File: config.mk
export PLATFORM = sky130hd
export DESIGN_NAME = disp_fifo_dma_req
export DESIGN_NICKNAME = d
export VERILOG_FILES = /design/src/rtl/dreq_pkg.sv /design/src/rtl/dreq_chan.sv /design/src/rtl/dreq_pixdiv.sv /design/src/rtl/disp_fifo_dma_req.sv
export SDC_FILE = /design/constraint.sdc
export NUM_CORES = 1
export LEC_CHECK = 0
export ABC_AREA = 1
export BUFFER_PORTS_ARGS = -buffer_cell sky130_fd_sc_hd__buf_4
export CAP_MARGIN = 15
export CORE_MARGIN = 10
export CORE_UTILIZATION = 53
export CTS_CLUSTER_DIAMETER = 120
export DETAILED_ROUTE_END_ITERATION = 8
export GPL_ROUTABILITY_DRIVEN = 0
export GPL_TIMING_DRIVEN = 0
export PLACE_DENSITY = 0.79
export REMOVE_ABC_BUFFERS = 1
export SLEW_MARGIN = 0
export SYNTH_ARGS = -nofsm -noshare
export SYNTH_HDL_FRONTEND = slang
export SYNTH_SLANG_ARGS = --single-unit
File: constraint.sdc
create_clock -name clk -period 2.45 [get_ports clk]
set_input_delay 0.245 -clock clk [delete_from_list [all_inputs] [get_ports clk]]
set_output_delay 0.245 -clock clk [all_outputs]
set_load 0.02 [all_outputs]
File: src/rtl/dreq_pkg.sv
package dreq_pkg;
  localparam int THR_W = 10;
  localparam int DIV_W = 4;
  localparam int PRE_W = DIV_W + 1;

  // Half of a threshold, rounded up to the next whole double word.
  function automatic logic [THR_W-1:0] chroma_thr(input logic [THR_W-1:0] t);
    logic [THR_W:0] s;
    s = {1'b0, t} + {{THR_W{1'b0}}, t[0]};
    return s[THR_W:1];
  endfunction

  // Divisor field to tick count; the zero code stands for 2**DIV_W.
  function automatic logic [PRE_W-1:0] div_eff(input logic [DIV_W-1:0] d);
    return (d == '0) ? PRE_W'(1 << DIV_W) : {1'b0, d};
  endfunction
endpackage

File: src/rtl/dreq_chan.sv
module dreq_chan
  import dreq_pkg::*;
#(
  parameter int FREE_W = 11
) (
  input  logic              clk,
  input  logic              rst_n,
  input  logic              en,
  input  logic [THR_W-1:0]  thr,
  input  logic [FREE_W-1:0] free,
  input  logic              ack,
  output logic              req
);
  localparam int CMP_W = (FREE_W > THR_W) ? FREE_W : THR_W;

  logic pend;
  logic room_hit;
  logic fire;

  assign room_hit = en && (thr != '0) && (CMP_W'(free) >= CMP_W'(thr));
  assign fire     = room_hit && !pend;

  always_ff @(posedge clk or negedge rst_n) begin
    if (!rst_n) begin
      pend <= 1'b0;
      req  <= 1'b0;
    end else if (fire) begin
      pend <= 1'b1;
      req  <= 1'b1;
    end else begin
      req <= 1'b0;
      if (ack) pend <= 1'b0;
    end
  end


  req_single_pulse_chk: assert property (@(posedge clk) disable iff (!rst_n)
    req |=> !req);

  no_req_while_pending_chk: assert property (@(posedge clk) disable iff (!rst_n)
    (pend && !ack) |=> !req);

  zero_thr_silent_chk: assert property (@(posedge clk) disable iff (!rst_n)
    (thr == '0) |=> !req);

  disabled_silent_chk: assert property (@(posedge clk) disable iff (!rst_n)
    !en |=> !req);
endmodule

File: src/rtl/dreq_pixdiv.sv
module dreq_pixdiv
  import dreq_pkg::*;
#(
  parameter int PIX_W = 24
) (
  input  logic             clk,
  input  logic             rst_n,
  input  logic             run,
  input  logic             tick,
  input  logic             frame_start,
  input  logic [DIV_W-1:0] div,
  output logic [PIX_W-1:0] pix
);
  logic [PRE_W-1:0] pre_cnt;
  logic [PRE_W-1:0] limit;
  logic             adv;
  logic             wrap;

  assign limit = div_eff(div);
  assign adv   = run && tick;
  assign wrap  = adv && (pre_cnt >= limit - PRE_W'(1));

  always_ff @(posedge clk or negedge rst_n) begin
    if (!rst_n) begin
      pre_cnt <= '0;
      pix     <= '0;
    end else if (frame_start) begin
      pre_cnt <= '0;
      pix     <= '0;
    end else if (wrap) begin
      pre_cnt <= '0;
      pix     <= pix + PIX_W'(1);
    end else if (adv) begin
      pre_cnt <= pre_cnt + PRE_W'(1);
    end
  end


  frame_clear_chk: assert property (@(posedge clk) disable iff (!rst_n)
    frame_start |=> (pix == '0));

  pix_step_chk: assert property (@(posedge clk) disable iff (!rst_n)
    !frame_start |=> (pix == $past(pix)) || (pix == $past(pix) + PIX_W'(1)));

  idle_hold_chk: assert property (@(posedge clk) disable iff (!rst_n)
    (!run && !frame_start) |=> $stable(pix));
endmodule

File: src/rtl/disp_fifo_dma_req.sv
module disp_fifo_dma_req
  import dreq_pkg::*;
#(
  parameter int FREE_W = 11,
  parameter int PIX_W  = 24
) (
  input  logic              clk,
  input  logic              rst_n,
  input  logic [31:0]       ctrl_word,
  input  logic              field2,
  input  logic              raw_mode,
  input  logic [FREE_W-1:0] free_y,
  input  logic [FREE_W-1:0] free_cb,
  input  logic [FREE_W-1:0] free_cr,
  input  logic              ack_y,
  input  logic              ack_cb,
  input  logic              ack_cr,
  input  logic              frame_start,
  input  logic              pix_tick,
  output logic              req_y,
  output logic              req_cb,
  output logic              req_cr,
  output logic [PIX_W-1:0]  pix_count
);
  localparam int NCH = 3;

  // Control word fields; other bits are left unread.
  logic [THR_W-1:0] thr_f1;
  logic [THR_W-1:0] thr_f2;
  logic [DIV_W-1:0] div_fld;
  logic [THR_W-1:0] thr_act;
  logic [THR_W-1:0] thr_half;

  assign thr_f1   = ctrl_word[9:0];
  assign thr_f2   = ctrl_word[25:16];
  assign div_fld  = ctrl_word[15:12];
  assign thr_act  = field2 ? thr_f2 : thr_f1;
  assign thr_half = chroma_thr(thr_act);

  logic [NCH-1:0]             ch_en;
  logic [NCH-1:0][THR_W-1:0]  ch_thr;
  logic [NCH-1:0][FREE_W-1:0] ch_free;
  logic [NCH-1:0]             ch_ack;
  logic [NCH-1:0]             ch_req;

  assign ch_free = {free_cr, free_cb, free_y};
  assign ch_ack  = {ack_cr, ack_cb, ack_y};

  for (genvar i = 0; i < NCH; i++) begin : g_ch
    if (i == 0) begin : g_luma
      assign ch_en[i]  = 1'b1;
      assign ch_thr[i] = thr_act;
    end else begin : g_chroma
      assign ch_en[i]  = !raw_mode;
      assign ch_thr[i] = thr_half;
    end
    dreq_chan #(.FREE_W(FREE_W)) u_chan (
      .clk  (clk),
      .rst_n(rst_n),
      .en   (ch_en[i]),
      .thr  (ch_thr[i]),
      .free (ch_free[i]),
      .ack  (ch_ack[i]),
      .req  (ch_req[i])
    );
  end

  assign req_y  = ch_req[0];
  assign req_cb = ch_req[1];
  assign req_cr = ch_req[2];

  dreq_pixdiv #(.PIX_W(PIX_W)) u_pixdiv (
    .clk        (clk),
    .rst_n      (rst_n),
    .run        (raw_mode),
    .tick       (pix_tick),
    .frame_start(frame_start),
    .div        (div_fld),
    .pix        (pix_count)
  );


  raw_no_chroma_chk: assert property (@(posedge clk) disable iff (!rst_n)
    raw_mode |=> !(req_cb || req_cr));

  chroma_below_luma_chk: assert property (@(posedge clk) disable iff (!rst_n)
    ((thr_act != '0) && !raw_mode && (thr_half > thr_act)) |=> 1'b0);
endmodule

# Yosys cells after proc, flatten, opt, wreduce, memory -nomap -nowiden
# Cells that the tools add are included.
# word_totals
register_bits,35
out_inout_bits,27
wordCells,53
# op_classes
n_addsub,4
order_cmp,4
n_mux,16
reduce_logical,21
# op_table
operator,count
$mux W24,2
$ge A11 B10 Y1,3
$add A24 B1 Y24 const B,1
$mux W5,4
$reduce_bool A10 Y1,2
$add A10 B1 Y11,1
$mux W10,1
$logic_and A1 B1 Y1,9
$mux W1,9
$reduce_bool A2 Y1,4
$add A5 B1 Y5 const B,1
$ge A5 B5 Y1,1
$sub A5 B1 Y5 const B,1
$logic_not A1 Y1,4
$logic_not A4 Y1,1
$reduce_bool A3 Y1,1

# Depth between registers and ports, before layout
# logic_depth
ltp_word,7
mapped_depth,20
depth_no_buf,20

# Cells and area by module
# A second synthesis with hierarchy kept.
# unflattened
hier_cells,569
area_unflattened_um2,3694.8
# modules_own_cells
mod,n_inst,cells_each,area_per_inst_um2,seq_area_each_um2
dreq_pixdiv,1,308,2065.7,725.7
dreq_chan,3,63,401.6,50.0
disp_fifo_dma_req,1,72,424.2,0.0

# Worst setup path before layout
# OpenSTA, ideal clock, no wires.
# synth_timing
kind,input to register
from,in field2
to,reg g_ch[1].u_chan.pend
setup_ps,65
arrival_ps,2077
t_required_ps,2385
setup_slack_ps,308
cell_stages,17
n_path_buf,1
cell_sequence,buf_6 nand2_1 nand2_2 ha_1 nand2_2 nor2_2 nand2_1 xor2_1 ha_1 nand2_1 nor3b_1 nand3_1 nor2_1 nand3_1 nand3_1 nand2_1 nand2_1
# synth_via
elab_chain_len,7
word_cells_on_any_way,9
classes_between,1 x add/sub; 1 x order compare; 2 x mux; 5 x reduce/logical
# synth_lines
item,line_no,source
"start, declared",disp_fifo_dma_req.sv:10,"input logic field2,"
$mux W10 (*),disp_fifo_dma_req.sv:37,assign thr_act = field2 ? thr_f2 : thr_f1;
$add A10 B1 Y11 (*),dreq_pkg.sv:9,"s = {1'b0, t} + {{THR_W{1'b0}}, t[0]};"
branches (longest 2 deep; another with $ge A11 B10 Y1),n/a,
$logic_and A1 B1 Y1 (*),dreq_chan.sv:20,assign room_hit = en && (thr != '0) && (CMP_W'(free) >= CMP_W'(thr));
$logic_and A1 B1 Y1 (*),dreq_chan.sv:21,assign fire = room_hit && !pend;
$mux W1 or $reduce_bool A2 Y1 (tied branches),n/a,
"end signal, assigned",dreq_chan.sv:25,pend <= 1'b0;
"end signal, assigned",dreq_chan.sv:28,pend <= 1'b1;
"end signal, assigned",dreq_chan.sv:32,if (ack) pend <= 1'b0;
"end, declared",dreq_chan.sv:16,logic pend;
# Every way passes the cells marked *.
# A chain may end at the register's enable or synchronous reset.

# Worst setup path in the final report
# Same ends and word-level chain as after synthesis.

==> run summary <==
remaining antenna violation count after routing: 0
IO buf count: 92
Top Ports: 101
CP Class: in -> reg
largest family of logic cells by synthesized area: simple AND/OR/NAND/NOR gates
synthesized area per cell: 6.92 sq um
DP Wirelength: 7650 um
Post-Synth Simple-Gate Area: 37.3%
clock buffer depth: 2
die width: 100 um
xor/xnor share of the synthesized area: 6.12%
layout cells sized above 1: 24.3%
final period utilization: 92.5%
Initial Utilization: 54.4%
initial antenna violation count: 0
all-layer global routing usage: 18.3%
DR WL met2: 4460 um
initial drt markers: 145
Final min period: 2.27 ns
Overflow after GRT: 0
sequential share of the synthesized area: 25.5%
Syn Std Cell Area: 0.00343 sq mm
synthesized flop and latch total: 35
Leakage: 2.17 nW
die height: 100 um
CP Cell Sequence: buf_4 -> inv_4 -> nand2_1 -> nand2_2 -> ha_2 -> nand2_2 -> nor2_2 -> nand2_2 -> xor2_2 -> ha_1 -> nand2_1 -> nor3b_2 -> nand3_1 -> nor2_1 -> nand3_1 -> nand3_1 -> nand2_1 -> nand2_1
vias in the first global route: 3584
mux cell area share after synthesis: 0%
Critical Path AT: 2.49 ns
Vias/cell: 5.40
Sink Count: 35
placed cells: 656
Synth Instances: 496
Residual DRC: 0
Via Count: 3590
Worst Setup End Kind: flop
PD cells: 358 mW/mm^2
Routed WL: 9370 um
clock slew at reported path FFs: 0.07 ns
top sig layer: met4
WL/cell: 14.1 um
crit-path max cell delay: 0.31 ns
status: complete, no violations
startpoint types: input port
Final Hold Viols: 0
Clock Latency Late Sink: 0.29 ns
slowest library cell on the worst path: ha_1
Die Footprint: 0.0101 sq mm
fin. max-slew vios: 0
routed metal-1 wirelength: 4020 um
Setup TNS: 0 ns
Ys Warns: 0
Finished Layout Cells: 665
Core ar.: 0.00631 sq mm
post-synthesis adder-cell area fraction: 12.8%
met3 WL: 649 um
Synth Area in Compound Gates: 9.15%
Crit Path Max Fanout: 11
H-Tree Depth: 2
CTS tree: built
IR drop worst, VDD: 256 uV
first-pass GRT wire length: 15800 um
postcts setup bufs: 0
max_cap viols: 0
Slew @ Worst Pin: 0.696 ns
Yosys cell types: 40
delay-heaviest family, CP: simple AND/OR/NAND/NOR gates
Rel. slew slack: 53.6%
Min-Delay Path Class: in -> reg
most numerous cell on the critical path: nand2_1
Placement Rows: 29
Clock Tree Root: clkbuf_8
Antenna diodes: 0
drt pass-1 iters: 5
final setup fails: 0
CTS Buf Count: 5
fmax: 0.441 GHz
pin count of the biggest net entering global routing: 36
Net count, final: 696
Crit path required time: 2.68 ns
Clock Skews: 0.00933 ns
Buf/Inv on CP: 2
P&R area growth vs syn: 26.2%
==> final timing paths <==
kind,end,slack (ns),depth (start not counted),startpoint
max in group asynchronous,u_pixdiv.pix[5],1.69,2,rst_n
max,g_ch[1].u_chan.pend,0.18,18,field2
min,g_ch[0].u_chan.pend,0.15,2,ack_y
min in group asynchronous,u_pixdiv.pre_cnt[4],0.44,2,rst_n
max reg2reg,u_pixdiv.pix[8],0.25,14,u_pixdiv.pre_cnt[0]
min reg2reg,g_ch[1].u_chan.pend,0.49,2,g_ch[1].u_chan.pend
==> synth_stat cells, drive strengths merged <==
| master | instances | area [sq um] |
|---|---|---|
| inv | 70 | 263 |
| nand2 | 133 | 582 |
| a31oi | 2 | 12.5 |
| dfrtp | 35 | 876 |
| xnor2 | 3 | 26.3 |
| clkbuf | 5 | 18.8 |
| clkinv | 1 | 3.75 |
| nand3 | 41 | 228 |
| nand4 | 16 | 100 |
| xor2 | 21 | 184 |
| nor2 | 55 | 231 |
| nand3b | 3 | 22.5 |
| o31ai | 8 | 60.1 |
| ha | 35 | 438 |
| or2 | 2 | 12.5 |
| buf | 4 | 27.5 |
| o211ai | 1 | 7.51 |
| nor4 | 5 | 31.3 |
| a21boi | 1 | 7.51 |
| nor3b | 1 | 7.51 |
| and3 | 1 | 6.26 |
| a22oi | 1 | 7.51 |
| o21ai | 21 | 109 |
| o2111ai | 1 | 8.76 |
| a21oi | 15 | 75.1 |
| o21bai | 3 | 26.3 |
| nor3 | 12 | 60.1 |
==> placed cells by master, fill, tap and decap left out, drive strengths merged <==
cell and n:
nand3 41, nor4 5, a21boi 1, clkinvlp 1
nor3b 1, nand2 133, o2111ai 1, a21oi 15
dfrtp 35, and3 1, a22oi 1, a31oi 2
or2 2, buf 92, ha 35, nor3 12
xor2 21, o211ai 1, nand4 16, nand3b 3
inv 70, o31ai 8, o21ai 21, o21bai 3
dlygate4sd3 1, xnor2 3, nor2 55, clkbuf 8
==> kinds of logic after synthesis <==
family          Yosys count
xor+xnor                 24
simple gates            269
buf+inv                  80
fa+ha+maj                35
flops                    35
compound gates           53
==> stage by stage <==
step / utilization (%) / cell area (sq um) / setup slack, ns / total power (W) / hold WS (ns)
2_1_floorplan: - / 3390 / -0.00328 / 0.000898 / -0.0506
3_3_place_gp: 66.1 / 4170 / -0.577 / 0.00107 / 0.222
3_5_place_dp: 66.1 / 4170 / -0.681 / 0.00109 / 0.227
4_1_cts: 67.9 / 4290 / 0.0417 / 0.00155 / 0.141
5_1_grt: 68.6 / 4330 / -0.0108 / 0.00165 / 0.137
6_report: 68.6 / 4330 / 0.184 / 0.00155 / 0.152
==> registers in the layout (all words and copies together), names as in the netlist <==
name,cells
u_pixdiv.pix,24
u_pixdiv.pre_cnt,5
g_ch.u_chan.pend,3
g_ch.u_chan.req,3
==> timing repair <==
item                                   in CTS  in global routing
hold buffers                                1                  0
setup endpoints to repair                  20                 22
gates resized for setup                     2                 10
endpoints found under the hold margin      35                  0
pin swaps                                   0                  1
==> report_power, final <==
part | switching (W) | internal [W]
Combinational | 0.000274 | 0.000201
Clock | 0.000208 | 0.000257
Sequential | 0.0000107 | 0.000599
Total | 0.000493 | 0.00106
==> cell type report <==
type                            count  area (sq um)
Multi-Input combinational cell    381          2290
Fill cell                         535          1980
Inverter                           71           273
Tap cell                           77          96.3
Clock buffer                        8           100
Timing Repair Buffer               93           701
Sequential cell                    35           876
==> routing by layer <==
layer,vias up,GRT usage (%)
met5,-,0
met4,0,6.85
met3,26,4.66
met2,144,31.4
met1,1610,21.3
li1,1810,-
Note: power is estimated with default switching activity, not from simulation.
